===== config.mk =====
export PLATFORM = sky130hd
export DESIGN_NAME = gpio_edge_top
export DESIGN_NICKNAME = d
export VERILOG_FILES = /design/src/rtl/gpio_edge_pkg.sv /design/src/rtl/gpio_edge_ctrl.sv /design/src/rtl/gpio_edge_dp.sv /design/src/rtl/gpio_edge_top.sv
export SDC_FILE = /design/constraint.sdc
export NUM_CORES = 1
export LEC_CHECK = 0
export ABC_AREA = 1
export BUFFER_PORTS_ARGS = -buffer_cell sky130_fd_sc_hd__buf_2
export CAP_MARGIN = 15
export CORE_MARGIN = 10
export CORE_UTILIZATION = 29
export CTS_CLUSTER_DIAMETER = 150
export DETAILED_ROUTE_END_ITERATION = 10
export GPL_TIMING_DRIVEN = 1
export MAX_ROUTING_LAYER = met4
export REMOVE_ABC_BUFFERS = 1
export SYNTH_ARGS = -nofsm -noshare
export SYNTH_HDL_FRONTEND = slang
export SYNTH_HIERARCHICAL = 1
export SYNTH_SLANG_ARGS = --single-unit
export TNS_END_PERCENT = 50

===== constraint.sdc =====
create_clock -name clk -period 1.85 [get_ports clk]
set_input_delay 0.37 -clock clk [delete_from_list [all_inputs] [get_ports clk]]
set_output_delay 0.37 -clock clk [all_outputs]
set_load 0.005 [all_outputs]

===== src/rtl/gpio_edge_pkg.sv =====
package gpio_edge_pkg;

  typedef enum logic [2:0] {
    SEL_DIR  = 3'd0,
    SEL_ODR  = 3'd1,
    SEL_DAT  = 3'd2,
    SEL_EVT  = 3'd3,
    SEL_MSK  = 3'd4,
    SEL_EDG  = 3'd5,
    SEL_NONE = 3'd7
  } regSel_e;

  typedef struct packed {
    logic    wrDir;
    logic    wrOdr;
    logic    wrDat;
    logic    wrEvt;
    logic    wrMsk;
    logic    wrEdg;
    regSel_e rdSel;
  } regStrb_s;

endpackage


===== src/rtl/gpio_edge_ctrl.sv =====
module gpio_edge_ctrl
  import gpio_edge_pkg::*;
#(
  parameter int ADDR_W = 5
) (
  input  logic              clk,
  input  logic              rstN,
  input  logic              busWe,
  input  logic [ADDR_W-1:0] busAddr,
  output regStrb_s          strb
);

  localparam int WORD_W = ADDR_W - 2;

  logic [WORD_W-1:0] wordIdx;
  logic              aligned;
  regSel_e           sel;

  assign wordIdx = busAddr[ADDR_W-1:2];
  assign aligned = (busAddr[1:0] == 2'b00);

  always_comb begin
    sel = SEL_NONE;
    if (aligned) begin
      case (wordIdx)
        WORD_W'(0): sel = SEL_DIR;
        WORD_W'(1): sel = SEL_ODR;
        WORD_W'(2): sel = SEL_DAT;
        WORD_W'(3): sel = SEL_EVT;
        WORD_W'(4): sel = SEL_MSK;
        WORD_W'(5): sel = SEL_EDG;
        default:    sel = SEL_NONE;
      endcase
    end
  end

  always_comb begin
    strb       = '0;
    strb.rdSel = sel;
    strb.wrDir = busWe && (sel == SEL_DIR);
    strb.wrOdr = busWe && (sel == SEL_ODR);
    strb.wrDat = busWe && (sel == SEL_DAT);
    strb.wrEvt = busWe && (sel == SEL_EVT);
    strb.wrMsk = busWe && (sel == SEL_MSK);
    strb.wrEdg = busWe && (sel == SEL_EDG);
  end

  AST_ONE_STROBE: assert property (@(posedge clk) disable iff (!rstN)
    $onehot0({strb.wrDir, strb.wrOdr, strb.wrDat, strb.wrEvt, strb.wrMsk, strb.wrEdg}));

  AST_WRITE_NEEDS_WE: assert property (@(posedge clk) disable iff (!rstN)
    !busWe |-> !(strb.wrDir || strb.wrOdr || strb.wrDat || strb.wrEvt || strb.wrMsk || strb.wrEdg));

endmodule


===== src/rtl/gpio_edge_dp.sv =====
module gpio_edge_dp
  import gpio_edge_pkg::*;
#(
  parameter int NPINS       = 32,
  parameter int SYNC_STAGES = 2
) (
  input  logic             clk,
  input  logic             rstN,
  input  regStrb_s         strb,
  input  logic [NPINS-1:0] wdata,
  input  logic [NPINS-1:0] pinIn,
  output logic [NPINS-1:0] rdata,
  output logic [NPINS-1:0] pinOut,
  output logic [NPINS-1:0] pinOe,
  output logic             irq
);

  localparam int LAST_STG = SYNC_STAGES - 1;

  // Registers held in register-bit order (bit NPINS-1-n is pin n)
  logic [NPINS-1:0] dirReg, odrReg, datReg, evtReg, mskReg, edgReg;
  logic [NPINS-1:0] pinBits, outBits, oeBits;
  logic [NPINS-1:0] syncStg [SYNC_STAGES];
  logic [NPINS-1:0] prevLvl, lvl;
  logic [NPINS-1:0] riseHit, fallHit, edgeHit, clrMask, evtNext, datView;

  // Pin numbering: pin n maps to register bit NPINS-1-n
  for (genvar n = 0; n < NPINS; n++) begin : g_pinMap
    assign pinBits[NPINS-1-n] = pinIn[n];
    assign pinOut[n]          = outBits[NPINS-1-n];
    assign pinOe[n]           = oeBits[NPINS-1-n];
  end

  // Input synchronizer chain
  always_ff @(posedge clk) begin
    if (!rstN) begin
      for (int i = 0; i < SYNC_STAGES; i++) syncStg[i] <= '0;
      prevLvl <= '0;
    end else begin
      syncStg[0] <= pinBits;
      for (int i = 1; i < SYNC_STAGES; i++) syncStg[i] <= syncStg[i-1];
      prevLvl <= syncStg[LAST_STG];
    end
  end

  assign lvl     = syncStg[LAST_STG];
  assign riseHit = lvl & ~prevLvl;
  assign fallHit = ~lvl & prevLvl;
  assign edgeHit = fallHit | (riseHit & ~edgReg);
  assign clrMask = strb.wrEvt ? wdata : '0;
  assign evtNext = (evtReg & ~clrMask) | edgeHit;

  always_ff @(posedge clk) begin
    if (!rstN) begin
      dirReg <= '0;
      odrReg <= '0;
      datReg <= '0;
      evtReg <= '0;
      mskReg <= '0;
      edgReg <= '0;
    end else begin
      if (strb.wrDir) dirReg <= wdata;
      if (strb.wrOdr) odrReg <= wdata;
      if (strb.wrDat) datReg <= wdata;
      if (strb.wrMsk) mskReg <= wdata;
      if (strb.wrEdg) edgReg <= wdata;
      evtReg <= evtNext;
    end
  end

  // Drive: open-drain pins only ever pull low
  assign outBits = datReg & ~odrReg;
  assign oeBits  = dirReg & ~(odrReg & datReg);
  assign irq     = |(evtReg & mskReg);
  assign datView = (lvl & ~dirReg) | (datReg & dirReg);

  always_comb begin
    case (strb.rdSel)
      SEL_DIR: rdata = dirReg;
      SEL_ODR: rdata = odrReg;
      SEL_DAT: rdata = datView;
      SEL_EVT: rdata = evtReg;
      SEL_MSK: rdata = mskReg;
      SEL_EDG: rdata = edgReg;
      default: rdata = '0;
    endcase
  end

  AST_EVT_CLEARED: assert property (@(posedge clk) disable iff (!rstN)
    strb.wrEvt |=> ((evtReg & $past(wdata & ~edgeHit)) == '0));

  AST_EDGE_WINS: assert property (@(posedge clk) disable iff (!rstN)
    (strb.wrEvt && |(edgeHit & wdata)) |=>
      ((evtReg & $past(edgeHit & wdata)) == $past(edgeHit & wdata)));

  AST_NO_SPURIOUS_EVT: assert property (@(posedge clk) disable iff (!rstN)
    rstN |=> ((evtReg & ~$past(evtReg) & ~$past(edgeHit)) == '0));

  AST_FALL_ONLY: assert property (@(posedge clk) disable iff (!rstN)
    rstN |=> ((evtReg & ~$past(evtReg) & $past(edgReg) & ~$past(fallHit)) == '0));

  AST_IRQ_MASKED: assert property (@(posedge clk) disable iff (!rstN)
    (mskReg == '0) |-> !irq);

  AST_OD_NO_HIGH: assert property (@(posedge clk) disable iff (!rstN)
    ((pinOe & pinOut & {<<{odrReg}}) == '0));

endmodule


===== src/rtl/gpio_edge_top.sv =====
module gpio_edge_top
  import gpio_edge_pkg::*;
#(
  parameter int NPINS       = 32,
  parameter int ADDR_W      = 5,
  parameter int SYNC_STAGES = 2
) (
  input  logic              clk,
  input  logic              rstN,
  input  logic              busWe,
  input  logic [ADDR_W-1:0] busAddr,
  input  logic [NPINS-1:0]  busWdata,
  output logic [NPINS-1:0]  busRdata,
  input  logic [NPINS-1:0]  pinIn,
  output logic [NPINS-1:0]  pinOut,
  output logic [NPINS-1:0]  pinOe,
  output logic              irq
);

  regStrb_s strb;

  gpio_edge_ctrl #(
    .ADDR_W (ADDR_W)
  ) u_ctrl (
    .clk     (clk),
    .rstN    (rstN),
    .busWe   (busWe),
    .busAddr (busAddr),
    .strb    (strb)
  );

  gpio_edge_dp #(
    .NPINS       (NPINS),
    .SYNC_STAGES (SYNC_STAGES)
  ) u_dp (
    .clk    (clk),
    .rstN   (rstN),
    .strb   (strb),
    .wdata  (busWdata),
    .pinIn  (pinIn),
    .rdata  (busRdata),
    .pinOut (pinOut),
    .pinOe  (pinOe),
    .irq    (irq)
  );

endmodule


# Yosys cells after proc, flatten, opt, wreduce, memory -nomap -nowiden
# Memories as Yosys holds them, arrays and structs flattened.
# Cells that the tools add are included.
# word_totals
ff_bits,224
ramBits,64
output_inout_bits,97
n_memories,1
# classes
eq_ne,10
mux,8
n_bitwise,22
reduce_logical,10
# memory_table
memory,words,width,read_ports,rd_ports_with_merged_regs,write_ports,line_no,text
u_dp.syncStg,2,32,2,0,2,gpio_edge_dp.sv:23,logic [NPINS-1:0] syncStg [SYNC_STAGES];
# ops
cell,n
32-bit AND,10
32-bit NOT,7
32-bit case mux with 6 select lines,1
32-bit 2-to-1 mux,3
32-bit bitwise OR,3
32-bit OR reduction,1
3-bit case mux with 6 select lines,1
"3-bit by 2-bit equality test with 1-bit output, second input constant",4
"3-bit equality test, second input constant",4
"3-bit by 1-bit equality test with 1-bit output, second input constant",2
1-bit logical AND,6
3-bit logical NOT,2
3-bit 2-to-1 mux,1
2-bit logical NOT,1
1-bit 2-to-1 mux,2
1-bit bitwise OR,2

# Depth between registers and ports, before layout
# depth
depth_word,9
mapped_depth,11
depth_no_buf,9

# By module
# Netlist, hierarchy kept.
# by_module_without_submodules
mod,instances,cells_per_inst,area_per_inst_um2,seq_area_each_um2
gpio_edge_dp,1,1737,12152.9,5765.5
gpio_edge_ctrl,1,21,117.6,0.0

# Least setup slack after synthesis
# OpenSTA, ideal clock, no wires.
# synth_path
path_type,input -> output
start,in busAddr[1]
end,out busRdata[24]
arrival_ps,1390
required_time_ps,1480
path_slack_ps,90
stages,11
path_buffers,2
path_cell_list,nor2_8 > nand2_2 > buf_2 > inv_4 > nand2_1 > nor2_4 > buf_4 > nand2_1 > o21ai_0 > inv_2 > nand2_1
# synth_lines
item,line_no,text
"start, declared",gpio_edge_top.sv:11,"input logic [ADDR_W-1:0] busAddr,"
"end, declared",gpio_edge_top.sv:13,"output logic [NPINS-1:0] busRdata,"

==> results.md <==
* Leak pwr at 0.00738 uW
* IO Port Bufs at 168
* Max_cap viols at 0
* Horiz. Die Dim at 226 um
* Placed cells at 2,421
* Sink Count at 288
* Critical path class: input port to primary output
* Register-to-Register Path Depth at 4
* Core footprint at 0.0419 mm2
* Pins Over Slew Limit at 0
* Layout cell share with drive strength beyond 1 at 0.191
* Clk_skew at 0.0103 ns
* First-pass GRT wire length at 61,500 um
* Chip Height at 226 um
* Largest area contributor in the netlist: dfxtp_1
* GR peak layer: met2
* Worst-path clk slew at 0.06 ns
* Antenna viol nets, final at 0
* Reg2reg start: u_dp/syncStg[0][39]
* Top FF cell, synth: dfxtp_1
* Grt met3 use at 0.0298
* GPL Wtd Cong at 0.798
* 1st-iter DRT viols at 787
* Synth Instances at 1,758
* Max clock buf depth at 3
* CP startpoint kind: input port
* Clock period minus worst slack at 2.12 ns
* Post-synth EDFFs at 0
* FP Rows at 75
* Fin nets at 2,023
* Initial Util at 0.293
* RSZ-0062 raised after global routing: yes
* Area growth, synth to finish at 31.3%
* Yosys reg bits at 288
* First-pass DRT Iterations at 5
* Normalized max-slew margin at 0.413
* Critical path endpoint: busRdata[25]
* Met1 usage at 0.201
* Finished Cell Area at 0.0161 mm2
* Data arrival time of the critical path at 1.75 ns
* R2r setup slk at 1.03 ns
* Largest net degree at the start of global routing at 100
* Data required, critical path at 1.48 ns
* DRT Wirelength at 40,800 um
* Post-DR vias/cell at 4.71
* Vias in the first global route at 11,047
* Vias at 11,833
* Post-synthesis sequential area ratio at 0.470
* Grt ovf at 0
* H-tree depth at 2
* Avg Cell Area, Syn at 6.98 um2
* Final Hold Fails at 0
* Async SR Flop Fraction at 0
* Most frequent cells after synthesis: nand2_1, inv_1, dfxtp_1, o21ai_0, a21oi_1
* DPL Wire Length at 26,500 um
* GRT Resource Usage Total at 0.156
* Synth top area share at 0.470
* Yosys cell types at 23
* Period utilization at 1.14
* R2R Path End: u_dp/evtReg[7]
* Antenna violations before repair at 3
* Worst skew pair latency at 0.52 ns
* CP max FO at 7
* CP startpoint: busAddr[1]
* Worst-margin pin slew at 0.879 ns
* Ranking of synthesized cells by area: dfxtp_1, o21ai_0, nand2_1, inv_1, a21oi_1
* Average routed wire per standard cell at 16.2 um
* Status: complete, but fails checks
* TritonCTS Buffers at 34
* Max Freq at 472 MHz
* Count leader, synth: nand2_1
* Die ar. at 0.0509 mm2
* Mapped cell area at 0.0123 mm2
* Worst setup EP type: primary output
* Final worst slack at -0.268 ns
* Final Non-Filler Cells at 2,514
* Maximum VDD drop at 0.632 mV
* Hold WC Path Type: input port to flip-flop
* Violated checks: negative setup slack
* Synth warnings at 6
* CTS tree: done
* Ports at 169
* Root Buffer: clkbuf_16
* Power per cell area at 886 mW/mm2
* DRC at 0
* Met2 Use GR at 0.241
* # setup viols final at 33
* Area of placed instances at 0.0142 mm2
[critical path: stages]
cell and delay [ns]:
buf_8 0.10, nor2_8 0.17, nand3_4 0.16, nor2_4 0.21, buf_8 0.17, clkbuf_16 0.18, nand3_2 0.06, o21ai_1 0.08
nor2_1 0.06, nand2_1 0.06, buf_2 0.11
[stage by stage]
step	TNS (ns)	total power [uW]	setup slack, ns	hold slack (ns)	utilization
finish	-7.49	14300	-0.268	0.0332	0.385
global route	-10.49	14900	-0.348	0.0203	0.385
detailed placement	-17.37	7360	-0.379	0.396	0.339
CTS	-8.23	14500	-0.288	0.00229	0.378
global placement	-13.18	7340	-0.384	0.393	0.339
floorplan	-204.14	6920	-1.32	0.390	-
[worst min-delay path by stage]
stage | start | end | depth (start not counted)
after global placement | u_dp/syncStg[0][4] | u_dp/syncStg[0][36] | 2
after global routing | pinIn[30] | u_dp/syncStg[0][1] | 3
after floorplan | u_dp/syncStg[0][0] | u_dp/syncStg[0][32] | 2
after detailed placement | u_dp/syncStg[0][22] | u_dp/syncStg[0][54] | 2
final | pinIn[30] | u_dp/syncStg[0][1] | 3
after CTS | pinIn[30] | u_dp/syncStg[0][1] | 3
[power by group]
group / internal (uW) / switching [uW]
Clock: 4370 / 2620
Sequential: 6380 / 93.1
Combinational: 308 / 516
Total: 11100 / 3230
[per-layer routing]
layer,vias to the layer above,share of wire
met3,59,0.062
met5,-,0
li1,5960,-
met1,5426,0.46
met2,388,0.45
met4,0,0.025
[sequential cells by signal (all words and copies together), names as in the netlist]
signal,count
u_dp/prevLvl,32
u_dp/datReg,32
u_dp/evtReg,32
u_dp/odrReg,32
u_dp/syncStg,64
u_dp/mskReg,32
u_dp/dirReg,32
u_dp/edgReg,32
[final cells by class]
class                   count  area [um2]
diodes                      2        5.00
clock buffers              49        1020
clock inverters             9         151
fillers                  4313       25700
inverters                 326        1230
multi-input cells        1048        5180
flip-flops and latches    288        5770
well taps                 539         674
repair buffers            253        2090
[what timing repair did]
item | in CTS | in global routing
pin swaps | 13 | 30
endpoints found under the hold margin | 12 | 0
gates resized for setup | 35 | 57
cloned | 4 | 5
hold buffers | 12 | 0
setup buffers | 12 | 2
endpoints found under the setup margin | 34 | 36
[logic make-up (layout without fill, tap and decap cells)]
kind of cell    after synthesis  after routing  synth area share
simple gates                506            506             0.167
buf+inv                     422            637             0.133
other cells                   0              2                 0
compound gates              542            542             0.231
flops                       288            288             0.470
[cells in the final DEF (no fill, tap or decap), types with 5 or more instances in the layout]
master           n
nand2_1        309
inv_1          307
dfxtp_1        288
o21ai_0        232
buf_2          165
a21oi_1        160
nor2_1         102
o21ai_1         72
nand3_1         40
clkbuf_16       39
a31oi_1         31
buf_12          29
a21boi_0        28
buf_4           27
nand3_2         27
inv_2           17
o21ai_2         14
dlygate4sd3_1   12
clkbuf_8         9
buf_6            8
nor2_4           7
clkbuf_1         5
(Power assumes the default switching activity.)
